## src/rtl/refill_pkg.sv

```systemverilog
package refill_pkg;
  typedef enum logic [1:0] {
    ST_IDLE,
    ST_ADDR,
    ST_FILL,
    ST_DONE
  } fill_state_t;

  localparam int BLOCK_WORDS = 16;
  localparam int IDX_W       = 4;
  localparam int PEN_W       = 16;
endpackage

```

## src/rtl/refill_mem.sv

```systemverilog
// Behavioural memory: the content is computed from the address.
module refill_mem #(
  parameter int W   = 32,
  parameter int AW  = 16,
  parameter int WPF = 1
) (
  input  logic [AW-1:0]    addr,
  output logic [WPF*W-1:0] rdata
);
  localparam logic [AW-1:0] SALT = AW'(16'h5A3C);

  for (genvar w = 0; w < WPF; w++) begin : g_word
    logic [AW-1:0]   a;
    logic [2*AW-1:0] raw;
    assign a   = addr + AW'(w);
    assign raw = {~a, a ^ SALT};
    assign rdata[w*W +: W] = W'(raw);
  end
endmodule

```

## src/rtl/refill_bank.sv

```systemverilog
// One fetch unit: runs ROUNDS accesses of LAT cycles each, back to back.
// The holding register presents each result for a single bus cycle
// while the next access is already running.
module refill_bank #(
  parameter int W       = 32,
  parameter int AW      = 16,
  parameter int WPF     = 1,
  parameter int LAT     = 7,
  parameter int ROUNDS  = 16,
  parameter int STRIDE  = 1,
  parameter int BANK_ID = 0,
  parameter int IDXW    = 4
) (
  input  logic             clk,
  input  logic             rst_n,
  input  logic             start,
  input  logic [AW-1:0]    base,
  output logic             vld,
  output logic [WPF*W-1:0] data,
  output logic [IDXW-1:0]  widx
);
  localparam int CW = $clog2(LAT) + 1;
  localparam int RW = $clog2(ROUNDS) + 1;

  logic             busy_q, busy_n;
  logic [CW-1:0]    cnt_q, cnt_n;
  logic [RW-1:0]    rnd_q, rnd_n;
  logic             vld_q, vld_n;
  logic [WPF*W-1:0] hold_q, hold_n;
  logic [IDXW-1:0]  idx_q, idx_n;
  logic [AW-1:0]    fetch_addr;
  logic [WPF*W-1:0] mem_rd;

  // The address stays stable for the whole access because the round
  // number changes only when an access completes.
  assign fetch_addr = base + AW'(BANK_ID) + AW'(rnd_q) * AW'(STRIDE);

  refill_mem #(.W(W), .AW(AW), .WPF(WPF)) mem_i (
    .addr  (fetch_addr),
    .rdata (mem_rd)
  );

  always_comb begin
    busy_n = busy_q;
    cnt_n  = cnt_q;
    rnd_n  = rnd_q;
    vld_n  = 1'b0;
    hold_n = hold_q;
    idx_n  = idx_q;
    if (start) begin
      busy_n = 1'b1;
      cnt_n  = '0;
      rnd_n  = '0;
    end else if (busy_q) begin
      if (cnt_q == CW'(LAT - 1)) begin
        vld_n  = 1'b1;
        hold_n = mem_rd;
        idx_n  = IDXW'(BANK_ID + int'(rnd_q) * STRIDE);
        cnt_n  = '0;
        if (rnd_q == RW'(ROUNDS - 1)) begin
          busy_n = 1'b0;
        end else begin
          rnd_n = rnd_q + 1'b1;
        end
      end else begin
        cnt_n = cnt_q + 1'b1;
      end
    end
  end

  always_ff @(posedge clk or negedge rst_n) begin
    if (!rst_n) begin
      busy_q <= 1'b0;
      cnt_q  <= '0;
      rnd_q  <= '0;
      vld_q  <= 1'b0;
      hold_q <= '0;
      idx_q  <= '0;
    end else begin
      busy_q <= busy_n;
      cnt_q  <= cnt_n;
      rnd_q  <= rnd_n;
      vld_q  <= vld_n;
      idx_q  <= idx_n;
      if (vld_n) begin
        hold_q <= hold_n;
      end
    end
  end

  assign vld  = vld_q;
  assign data = hold_q;
  assign widx = idx_q;
endmodule

```

## src/rtl/refill_seq.sv

```systemverilog
module refill_seq
  import refill_pkg::*;
#(
  parameter int MODE = 2,   // 0: single word, 1: four-word wide, 2: four interleaved banks
  parameter int W    = 32,
  parameter int AW   = 16,
  parameter int LAT  = 7
) (
  input  logic                                clk,
  input  logic                                rst_n,
  input  logic                                miss_req,
  input  logic [AW-1:0]                       miss_addr,
  output logic                                addr_phase,
  output logic [AW-1:0]                       mem_addr,
  output logic                                stall,
  output logic                                fill_we,
  output logic [IDX_W-1:0]                    fill_idx,
  output logic [((MODE == 1) ? 4 : 1)*W-1:0]  fill_data,
  output logic                                done,
  output logic [PEN_W-1:0]                    penalty
);
  localparam int WPF    = (MODE == 1) ? 4 : 1;
  localparam int NB     = (MODE == 2) ? 4 : 1;
  localparam int STRIDE = NB * WPF;
  localparam int ROUNDS = BLOCK_WORDS / STRIDE;
  localparam int BUSW   = WPF * W;

  // Reset: asserted asynchronously, released on a clock edge.
  logic [1:0] rsync_q;
  logic       rst_i_n;

  always_ff @(posedge clk or negedge rst_n) begin
    if (!rst_n) begin
      rsync_q <= 2'b00;
    end else begin
      rsync_q <= {rsync_q[0], 1'b1};
    end
  end
  assign rst_i_n = rsync_q[1];

  fill_state_t      state_q, state_n;
  logic [AW-1:0]    base_q;
  logic [PEN_W-1:0] pen_q, pen_n;
  logic             accept;
  logic             last_xfer;
  logic             active;

  logic [NB-1:0]    bank_start;
  logic [NB-1:0]    bank_vld;
  logic [BUSW-1:0]  bank_data [NB];
  logic [IDX_W-1:0] bank_idx  [NB];

  assign active    = (state_q == ST_ADDR) || (state_q == ST_FILL);
  assign accept    = (state_q == ST_IDLE) && miss_req;
  assign last_xfer = fill_we && (fill_idx == IDX_W'(BLOCK_WORDS - WPF));

  always_comb begin
    state_n = state_q;
    unique case (state_q)
      ST_IDLE: if (accept)    state_n = ST_ADDR;
      ST_ADDR:                state_n = ST_FILL;
      ST_FILL: if (last_xfer) state_n = ST_DONE;
      ST_DONE:                state_n = ST_IDLE;
      default:                state_n = ST_IDLE;
    endcase
  end

  always_comb begin
    pen_n = pen_q;
    if (accept) begin
      pen_n = '0;
    end else if (active) begin
      pen_n = pen_q + 1'b1;
    end
  end

  always_ff @(posedge clk or negedge rst_i_n) begin
    if (!rst_i_n) begin
      state_q <= ST_IDLE;
      base_q  <= '0;
      pen_q   <= '0;
    end else begin
      state_q <= state_n;
      pen_q   <= pen_n;
      if (accept) begin
        base_q <= {miss_addr[AW-1:IDX_W], {IDX_W{1'b0}}};
      end
    end
  end

  // Bank b is started in cycle b+1 of the refill, so its first
  // access begins one cycle after the one in bank b-1.
  for (genvar b = 0; b < NB; b++) begin : g_bank
    assign bank_start[b] = active && (pen_q == PEN_W'(b));

    refill_bank #(
      .W(W), .AW(AW), .WPF(WPF), .LAT(LAT), .ROUNDS(ROUNDS),
      .STRIDE(STRIDE), .BANK_ID(b), .IDXW(IDX_W)
    ) bank_i (
      .clk   (clk),
      .rst_n (rst_i_n),
      .start (bank_start[b]),
      .base  (base_q),
      .vld   (bank_vld[b]),
      .data  (bank_data[b]),
      .widx  (bank_idx[b])
    );
  end

  // Shared bus: the stagger leaves at most one bank valid per cycle.
  always_comb begin
    fill_data = '0;
    fill_idx  = '0;
    for (int b = 0; b < NB; b++) begin
      if (bank_vld[b]) begin
        fill_data = fill_data | bank_data[b];
        fill_idx  = fill_idx  | bank_idx[b];
      end
    end
  end

  assign fill_we    = |bank_vld;
  assign addr_phase = (state_q == ST_ADDR);
  assign mem_addr   = base_q;
  assign stall      = active;
  assign done       = (state_q == ST_DONE);
  assign penalty    = pen_q;
endmodule

```

## config.mk

```make
export PLATFORM = sky130hd
export DESIGN_NAME = refill_seq
export DESIGN_NICKNAME = d
export VERILOG_FILES = /design/src/rtl/refill_pkg.sv /design/src/rtl/refill_mem.sv /design/src/rtl/refill_bank.sv /design/src/rtl/refill_seq.sv
export SDC_FILE = /design/constraint.sdc
export NUM_CORES = 1
export LEC_CHECK = 0
export ABC_AREA = 1
export BUFFER_PORTS_ARGS = -buffer_cell sky130_fd_sc_hd__buf_2
export CELL_PAD_IN_SITES_DETAIL_PLACEMENT = 0
export CELL_PAD_IN_SITES_GLOBAL_PLACEMENT = 1
export CORE_MARGIN = 1
export CORE_UTILIZATION = 49
export DETAILED_ROUTE_END_ITERATION = 10
export PLACE_DENSITY = 0.95
export SLEW_MARGIN = 20
export SYNTH_ARGS = -nofsm -noshare
export SYNTH_HDL_FRONTEND = slang
export SYNTH_HIERARCHICAL = 1
export SYNTH_SLANG_ARGS = --single-unit
```

## constraint.sdc

```tcl
create_clock -name clk -period 10.8 [get_ports clk]
set_input_delay 0.54 -clock clk [delete_from_list [all_inputs] [get_ports clk]]
set_output_delay 0.54 -clock clk [all_outputs]
set_load 0.03 [all_outputs]
```

Yosys cells after proc, flatten, opt, wreduce, memory -nomap -nowiden
Cells that the tools add are included.
W data, S select, Z words.
{ "op_classes": {"add_sub_neg": 19, "multipliers": 0, "div": 0, "magnitude_cmp": 0, "eq_ne": 21, "shifts": 0, "mux": 69, "n_bitwise": 18, "reduce_logical": 32} }
{ "op_table": {"columns": ["operator", "count"], "rows": [
  ["$mux W32", 4],
  ["$or A32 B32 Y32", 3],
  ["$add A16 B5 Y16", 4],
  ["$mux W4", 16],
  ["$not A16 Y16", 4],
  ["$mux W3", 16],
  ["$add A16 B1 Y16 const B", 2],
  ["$add A16 B2 Y16 const B", 2],
  ["$eq A16 B2 Y1 const B", 2],
  ["$mux W16", 2],
  ["$not A8 Y8", 4],
  ["$mux W1", 28],
  ["$reduce_and A3 Y1", 8],
  ["$reduce_bool A2 Y1", 9],
  ["$add A4 B1 Y4 const B", 4],
  ["$eq A16 B1 Y1 const B", 1],
  ["$eq A4 B3 Y1 const B", 4],
  ["$logic_not A16 Y1", 1],
  ["$reduce_and A4 Y1", 4],
  ["$add A3 B1 Y3 const B", 4],
  ["$eq A3 B2 Y1 const B", 4],
  ["$or A4 B4 Y4", 3],
  ["$add A2 B4 Y4 const A", 2],
  ["$ne A2 B1 Y1 const B", 4],
  ["other kinds (13)", 24]
]} }
{ "word_totals": {"ff_bits": 210, "latch_bits": 0, "mem_bits_rw": 0, "mem_bits_ro": 0, "inputBits": 19, "elab_cells": 187, "n_memories": 0} }

Depth between registers and ports, before layout
{ "logic_depth": {"ltp_word": 11, "ltp_mapped": 13, "ltp_nobuf": 11} }

Cells and area by module
Netlist, hierarchy kept.
{ "by_module_without_submodules": {"columns": ["module", "n_inst", "cells_per_inst", "area_each_um2", "seq_area_each_um2"], "rows": [
  ["refill_seq", 1, 422, 2592.5, 800.8],
  ["refill_bank (g_bank[3].bank_i)", 1, 312, 2321.0, 1101.1],
  ["refill_bank (g_bank[1].bank_i)", 1, 308, 2308.5, 1101.1],
  ["refill_bank (g_bank[2].bank_i)", 1, 302, 2282.2, 1101.1],
  ["refill_bank (g_bank[0].bank_i)", 1, 288, 2212.1, 1076.0],
  ["refill_mem", 4, 32, 180.2, 0.0]
]} }

Worst setup path after synthesis
OpenSTA, ideal clock, no wires.
{ "synth_timing": {"path_kind": "register -> register", "startpoint": "reg state_q[0]", "endpoint": "reg g_bank[2].bank_i.idx_q[1]", "setup_time_ns": 0.127, "arrival_time_ns": 1.986, "required_time_ns": 10.673, "path_slack_ns": 8.686, "stages_incl_launch_ff": 9, "path_buffers": 2, "period_less_slack_ns": 2.114, "cell_sequence": "dfrtp_1 > inv_1 > ha_1 > buf_4 > nand2_1 > nor2_1 > nor3_4 > buf_6 > or2_2"} }
{ "synth_between": {"elab_chain_len": 5} }
{ "synth_rtl": {"columns": ["element", "line", "rtl"], "rows": [
  ["from (decl)", "refill_seq.sv:41", "fill_state_t state_q, state_n;"],
  ["from (signal assigned)", "refill_seq.sv:83", "state_q <= state_n;"],
  ["$eq A2 B1 Y1 / $eq A2 B2 Y1 (equally long branches)", "refill_seq.sv:53", "assign active = (state_q == ST_ADDR) || (state_q == ST_FILL);"],
  ["$logic_or A1 B1 Y1 *", "refill_seq.sv:53", null],
  ["named net stall", "refill_seq.sv:15", "output logic stall,"],
  ["$logic_and A1 B1 Y1 *", "refill_seq.sv:94", "assign bank_start[b] = active && (pen_q == PEN_W'(b));"],
  ["named net bank_start[2]", "refill_seq.sv:48", "logic [NB-1:0] bank_start;"],
  ["$not A1 Y1 (no source line) *", null, null],
  ["$reduce_and A3 Y1 (no source line) *", null, null],
  ["to (signal assigned)", "refill_bank.sv:84", "idx_q <= idx_n;"],
  ["to (decl)", "refill_bank.sv:30", "logic [IDXW-1:0] idx_q, idx_n;"]
]} }
Mark *: on every way through the listed nets, which the timed path passes. The rest lies on a longest branch.
A chain may end at the register's enable or synchronous reset.

Worst setup path in the final report
{ "layout_timing": {"startpoint": "reg state_q[0]", "endpoint": "reg g_bank[0].bank_i.rnd_q[1]"} }
{ "layout_between": {"elab_chain_len": 5} }
{ "layout_rtl": {"columns": ["element", "line", "rtl"], "rows": [
  ["$eq A2 B1 Y1 / $eq A2 B2 Y1 (equally long branches)", "refill_seq.sv:53", null],
  ["$logic_or A1 B1 Y1 *", "refill_seq.sv:53", null],
  ["$logic_and A1 B1 Y1 *", "refill_seq.sv:94", null],
  ["named net bank_start[0]", "refill_seq.sv:48", null],
  ["$ne A2 B1 Y1 (no source line) / $reduce_bool A2 Y1 (equally long branches)", null, null],
  ["$reduce_and A3 Y1 (no source line)", null, null],
  ["to (signal assigned)", "refill_bank.sv:82", "rnd_q <= rnd_n;"],
  ["to (decl)", "refill_bank.sv:27", "logic [RW-1:0] rnd_q, rnd_n;"]
]} }
Marks and branches as above.

==> qor.txt <==
SETUP PATH
-----------------------------------------------------------------------------------------------------------------
CP Data Arrival Time                                                                                      3.57 ns
Longest individual stage delay on the worst path                                                          0.61 ns
Maximum fanout encountered on the critical timing path                                                         38
CP max-delay cell                                                                                    sky130_fd_sc_hd__ha_1
Critical Path End Type                                                                                  flip-flop
Crit path launch type                                                                                   flip-flop
Most frequent CP cell                                                                                sky130_fd_sc_hd__nand2_1
Required time worst endpoint                                                                             11.21 ns
Worst Setup Path Type                                                                                  reg -> reg
Worst-path cell chain                                                                                inv_1 > ha_1 > nand2_1 > nor2_1 > nor2_1 > nand2_1 > buf_4 > clkinv_2 > nand3_1 > nand2_1

CELLS AND AREA
-----------------------------------------------------------------------------------------------------------------
Layout filler cell count                                                                                     2426
Fraction of layout cells with a size suffix above 1                                                        8.850%
Net count, final                                                                                             1853
Area growth from synthesis to layout                                                                       7.747%
Ant. Diodes                                                                                                     0
Finished Layout Cells                                                                                        2132

WORST HOLD PATH
-----------------------------------------------------------------------------------------------------------------
Class of the tightest hold or removal check                                                             in -> reg

YOSYS
-----------------------------------------------------------------------------------------------------------------
Count of warnings emitted by yosys                                                                              6
Flip-flop and latch count after synthesis                                                                     207
Netlist area before placement                                                                          12440 um^2
Yosys top cell area share                                                                                  41.65%
Largest cells by area after synthesis                                                                sky130_fd_sc_hd__dfrtp_1, sky130_fd_sc_hd__nand2_1, sky130_fd_sc_hd__inv_1, sky130_fd_sc_hd__buf_4, sky130_fd_sc_hd__ha_1
Fraction of synthesized cell area in xor and xnor cells                                                    1.690%
Main combinational cell family by area after synthesis                                               simple AND/OR/NAND/NOR gates
Portion of netlist area occupied by mux cells                                                                  0%
Number of distinct library cells after synthesis                                                               38
Arithmetic-cell share of the synthesized area counting full adders, half adders and majority gates         4.245%
Average size of a mapped cell                                                                          7.066 um^2
Synthesized instance count                                                                                   1760
Compound-cell area share of the yosys netlist                                                              2.384%
Simple-gate area share of the yosys netlist                                                                37.03%
Area leader, netlist                                                                                 sky130_fd_sc_hd__dfrtp_1
Sequential cell area fraction in the yosys report                                                          41.65%

TIMING
-----------------------------------------------------------------------------------------------------------------
Fin worst setup slack                                                                                    7.634 ns
Time the final worst path needs with I/O delays and setup                                                3.166 ns
Pins Over Slew Limit                                                                                            0
Clk_skew                                                                                              0.009700 ns
Final Cycle Share                                                                                          29.32%
RSZ-0062 raised after global routing                                                                           no
Final hold violation count                                                                                      0
Max Clock Freq                                                                                         0.3158 GHz
Final sum of negative setup slack                                                                            0 ns
Normalized max-slew margin                                                                                 34.70%
Slew @ Worst Pin                                                                                        0.9794 ns
Finish-stage setup viols                                                                                        0

GLOBAL ROUTE
-----------------------------------------------------------------------------------------------------------------
Total routing usage reported by global routing                                                             25.64%
Pin count of the biggest net entering global routing                                                           68
Number of antenna violations at the first check in global routing                                               0
Wire length of the first global-routing pass                                                             52.81 mm
Vias in the first global route                                                                               9998
GR Overflow Total                                                                                               0

ROUTE
-----------------------------------------------------------------------------------------------------------------
Number of nets with antenna violations after routing                                                            0
Routed wire per std cell                                                                                 15.24 um
Vias                                                                                                        10736
Pre-antenna DRT Iters                                                                                           7
Routed Wire Length                                                                                       32.50 mm
Number of DRC violations after detailed-routing iteration 0                                                   929
DRC violations left                                                                                             0
Via/cell ratio                                                                                              5.036

FLOORPLAN
-----------------------------------------------------------------------------------------------------------------
Top Ports                                                                                                      91
Die W                                                                                                    161.3 um
Effective utilization at floorplan                                                                         50.55%
Die ar.                                                                                                26020 um^2
Number of rows created at floorplan                                                                            57
Chip Height                                                                                              161.3 um
Core area                                                                                              24600 um^2

CTS
-----------------------------------------------------------------------------------------------------------------
Clock net sink count                                                                                          207
Clock slew at the register clock pins of the worst setup and hold paths                                   0.06 ns
Hold_buf cts                                                                                                    1
CTS Root Buffer Type                                                                                 sky130_fd_sc_hd__clkbuf_16
Number of buffers added for setup after CTS                                                                     0
Clock tree from TritonCTS                                                                                     yes
Post-cts resize count                                                                                           0
Clock insertion delay at the later pin of the skew report                                                 0.52 ns
Deepest level of the CTS H-tree                                                                                 1
Number of buffers added by the clock tree synthesis step                                                       25
Bufs on Longest Clock Path                                                                                      3

JOB
-----------------------------------------------------------------------------------------------------------------
Number of max-cap violations                                                                                    0

PLACE
-----------------------------------------------------------------------------------------------------------------
Post-Place Setup Slack                                                                                   7.608 ns
Placed cell count                                                                                            2089
Port Buffer Count                                                                                              82
Routability cong.                                                                                          0.8834
Half-perimeter wire length after placement                                                               22.26 mm

POWER
-----------------------------------------------------------------------------------------------------------------
Overall power of the completed layout                                                                     3866 uW
Power per standard cell area                                                                         288.5 nW/um^2
Lkg Pwr                                                                                               0.007394 uW
Worst vdd ir                                                                                             177.8 uV

RUN STATUS
-----------------------------------------------------------------------------------------------------------------
Run status                                                                                           complete, no violations

Yosys cell counts:
master / number
sky130_fd_sc_hd__nor2_1: 96
sky130_fd_sc_hd__inv_2: 3
sky130_fd_sc_hd__xor2_1: 18
sky130_fd_sc_hd__o21ai_0: 30
sky130_fd_sc_hd__clkinv_2: 1
sky130_fd_sc_hd__ha_1: 39
sky130_fd_sc_hd__nor3_4: 4
sky130_fd_sc_hd__conb_1: 5
sky130_fd_sc_hd__and3_1: 1
sky130_fd_sc_hd__nor4_1: 3
sky130_fd_sc_hd__clkbuf_1: 8
sky130_fd_sc_hd__o21ai_1: 5
sky130_fd_sc_hd__buf_2: 20
sky130_fd_sc_hd__and3_2: 1
sky130_fd_sc_hd__dfrtp_1: 207
sky130_fd_sc_hd__nor2_2: 3
sky130_fd_sc_hd__clkbuf_8: 1
sky130_fd_sc_hd__inv_1: 182
sky130_fd_sc_hd__xnor2_1: 6
sky130_fd_sc_hd__nand3_2: 5
sky130_fd_sc_hd__nand3b_1: 15
sky130_fd_sc_hd__or4_1: 1
sky130_fd_sc_hd__nand3_1: 78
sky130_fd_sc_hd__buf_6: 14
sky130_fd_sc_hd__nor3_2: 1
sky130_fd_sc_hd__nor3_1: 11
sky130_fd_sc_hd__o21bai_1: 2
sky130_fd_sc_hd__buf_4: 77
sky130_fd_sc_hd__a21oi_1: 15
sky130_fd_sc_hd__nand2_4: 1
sky130_fd_sc_hd__fa_1: 2
sky130_fd_sc_hd__a31oi_1: 5
sky130_fd_sc_hd__buf_1: 5
sky130_fd_sc_hd__and2_1: 2
sky130_fd_sc_hd__nand2_2: 2
sky130_fd_sc_hd__or2_2: 5
sky130_fd_sc_hd__nand2_1: 842
sky130_fd_sc_hd__nand4_1: 44
flip-flops by register name (all words and copies together) (netlist names), 4 cells and up:
| name | cells |
|---|---|
| g_bank.bank_i/busy_q | 4 |
| g_bank.bank_i/cnt_q | 16 |
| g_bank.bank_i/data | 128 |
| g_bank.bank_i/rnd_q | 12 |
| g_bank.bank_i/vld | 4 |
| g_bank.bank_i/widx | 11 |
| mem_addr | 12 |
| penalty | 16 |
per-layer routing:
layer / track usage, % / up-vias / wire, um / share of wire (%)
met5: 0 / - / 0 / 0
met2: 42.07 / 307 / 15100 / 46
met1: 35.45 / 5018 / 14450 / 44
met4: 6.990 / 0 / 790 / 2.4
li1: - / 5354 / - / -
met3: 3.724 / 57 / 2160 / 6.6
cell families after synthesis:
group	count (synthesis)
AO/OA/AOI/OAI	57
buffers and inverters	311
other	5
AND/OR/NAND/NOR	1115
adder cells (fa/ha/maj)	41
XOR/XNOR	24
flip-flops	207
stage by stage:
step	util, %	area, um^2	hold WS [ns]
after floorplan	-	12570	0.2444
after global placement	51.14	12580	0.2974
after detailed placement	51.14	12580	0.2981
after CTS	54.46	13400	0.2014
after global routing	54.46	13400	0.2070
final	54.46	13400	0.2077
cells in the final DEF (no fill, tap or decap), types with 5 or more instances in the layout:
cell / netlist / routed
sky130_fd_sc_hd__nand3_1: 78 / 78
sky130_fd_sc_hd__ha_1: 39 / 39
sky130_fd_sc_hd__nor2_1: 96 / 96
sky130_fd_sc_hd__xor2_1: 18 / 18
sky130_fd_sc_hd__nor3_1: 11 / 11
sky130_fd_sc_hd__clkinv_2: 1 / 5
sky130_fd_sc_hd__a31oi_1: 5 / 5
sky130_fd_sc_hd__buf_2: 20 / 82
sky130_fd_sc_hd__o21ai_1: 5 / 5
sky130_fd_sc_hd__buf_4: 77 / 12
sky130_fd_sc_hd__inv_1: 182 / 182
sky130_fd_sc_hd__nand3b_1: 15 / 15
sky130_fd_sc_hd__or2_2: 5 / 5
sky130_fd_sc_hd__o21ai_0: 30 / 30
sky130_fd_sc_hd__dfrtp_1: 207 / 206
sky130_fd_sc_hd__clkbuf_16: 0 / 25
sky130_fd_sc_hd__nand4_1: 44 / 44
sky130_fd_sc_hd__xnor2_1: 6 / 6
sky130_fd_sc_hd__nand3_2: 5 / 5
sky130_fd_sc_hd__nand2_1: 842 / 842
sky130_fd_sc_hd__a21oi_1: 15 / 15
sky130_fd_sc_hd__conb_1: 5 / 41
power by group:
| group | switching (uW) | internal (uW) |
|---|---|---|
| clock network | 333 | 498 |
| registers | 353 | 1120 |
| logic | 1080 | 484 |
| total | 1770 | 2100 |
final cells by class:
cell class,count,area [um^2],share of cell area (%)
multi-input cells,1278,5794,43.24
flip-flops and latches,207,5184,38.68
repair buffers,95,510.5,3.810
clock buffers,32,691.9,5.163
inverters,186,699.4,5.219
clock inverters,10,115.1,0.8590
well taps,324,405.4,3.025
path summary, 6_finish.rpt:
kind | start | to | slack, ns | cells after the start
worst max-delay path | state_q[0] | g_bank[0].bank_i/rnd_q[1] | 7.63 | 10
worst min-delay path | miss_addr[12] | mem_addr[12] | 0.21 | 3
worst max register to register | state_q[0] | g_bank[0].bank_i/rnd_q[1] | 7.63 | 10
worst min register to register | rsync_q[1] | g_bank[1].bank_i/data[6] | 0.28 | 0
max in group asynchronous | rsync_q[1] | penalty[9] | 8.62 | 2
min in group asynchronous | rsync_q[1] | g_bank[1].bank_i/data[6] | 0.28 | 0
critical path: cells and delay by family (launching register included):
family	cells	cell delay [ns]
simple gates	6	0.89
fa+ha+maj	1	0.61
buf+inv	3	1.12
flops	1	0.41
Note: power is estimated with default switching activity, not from simulation.
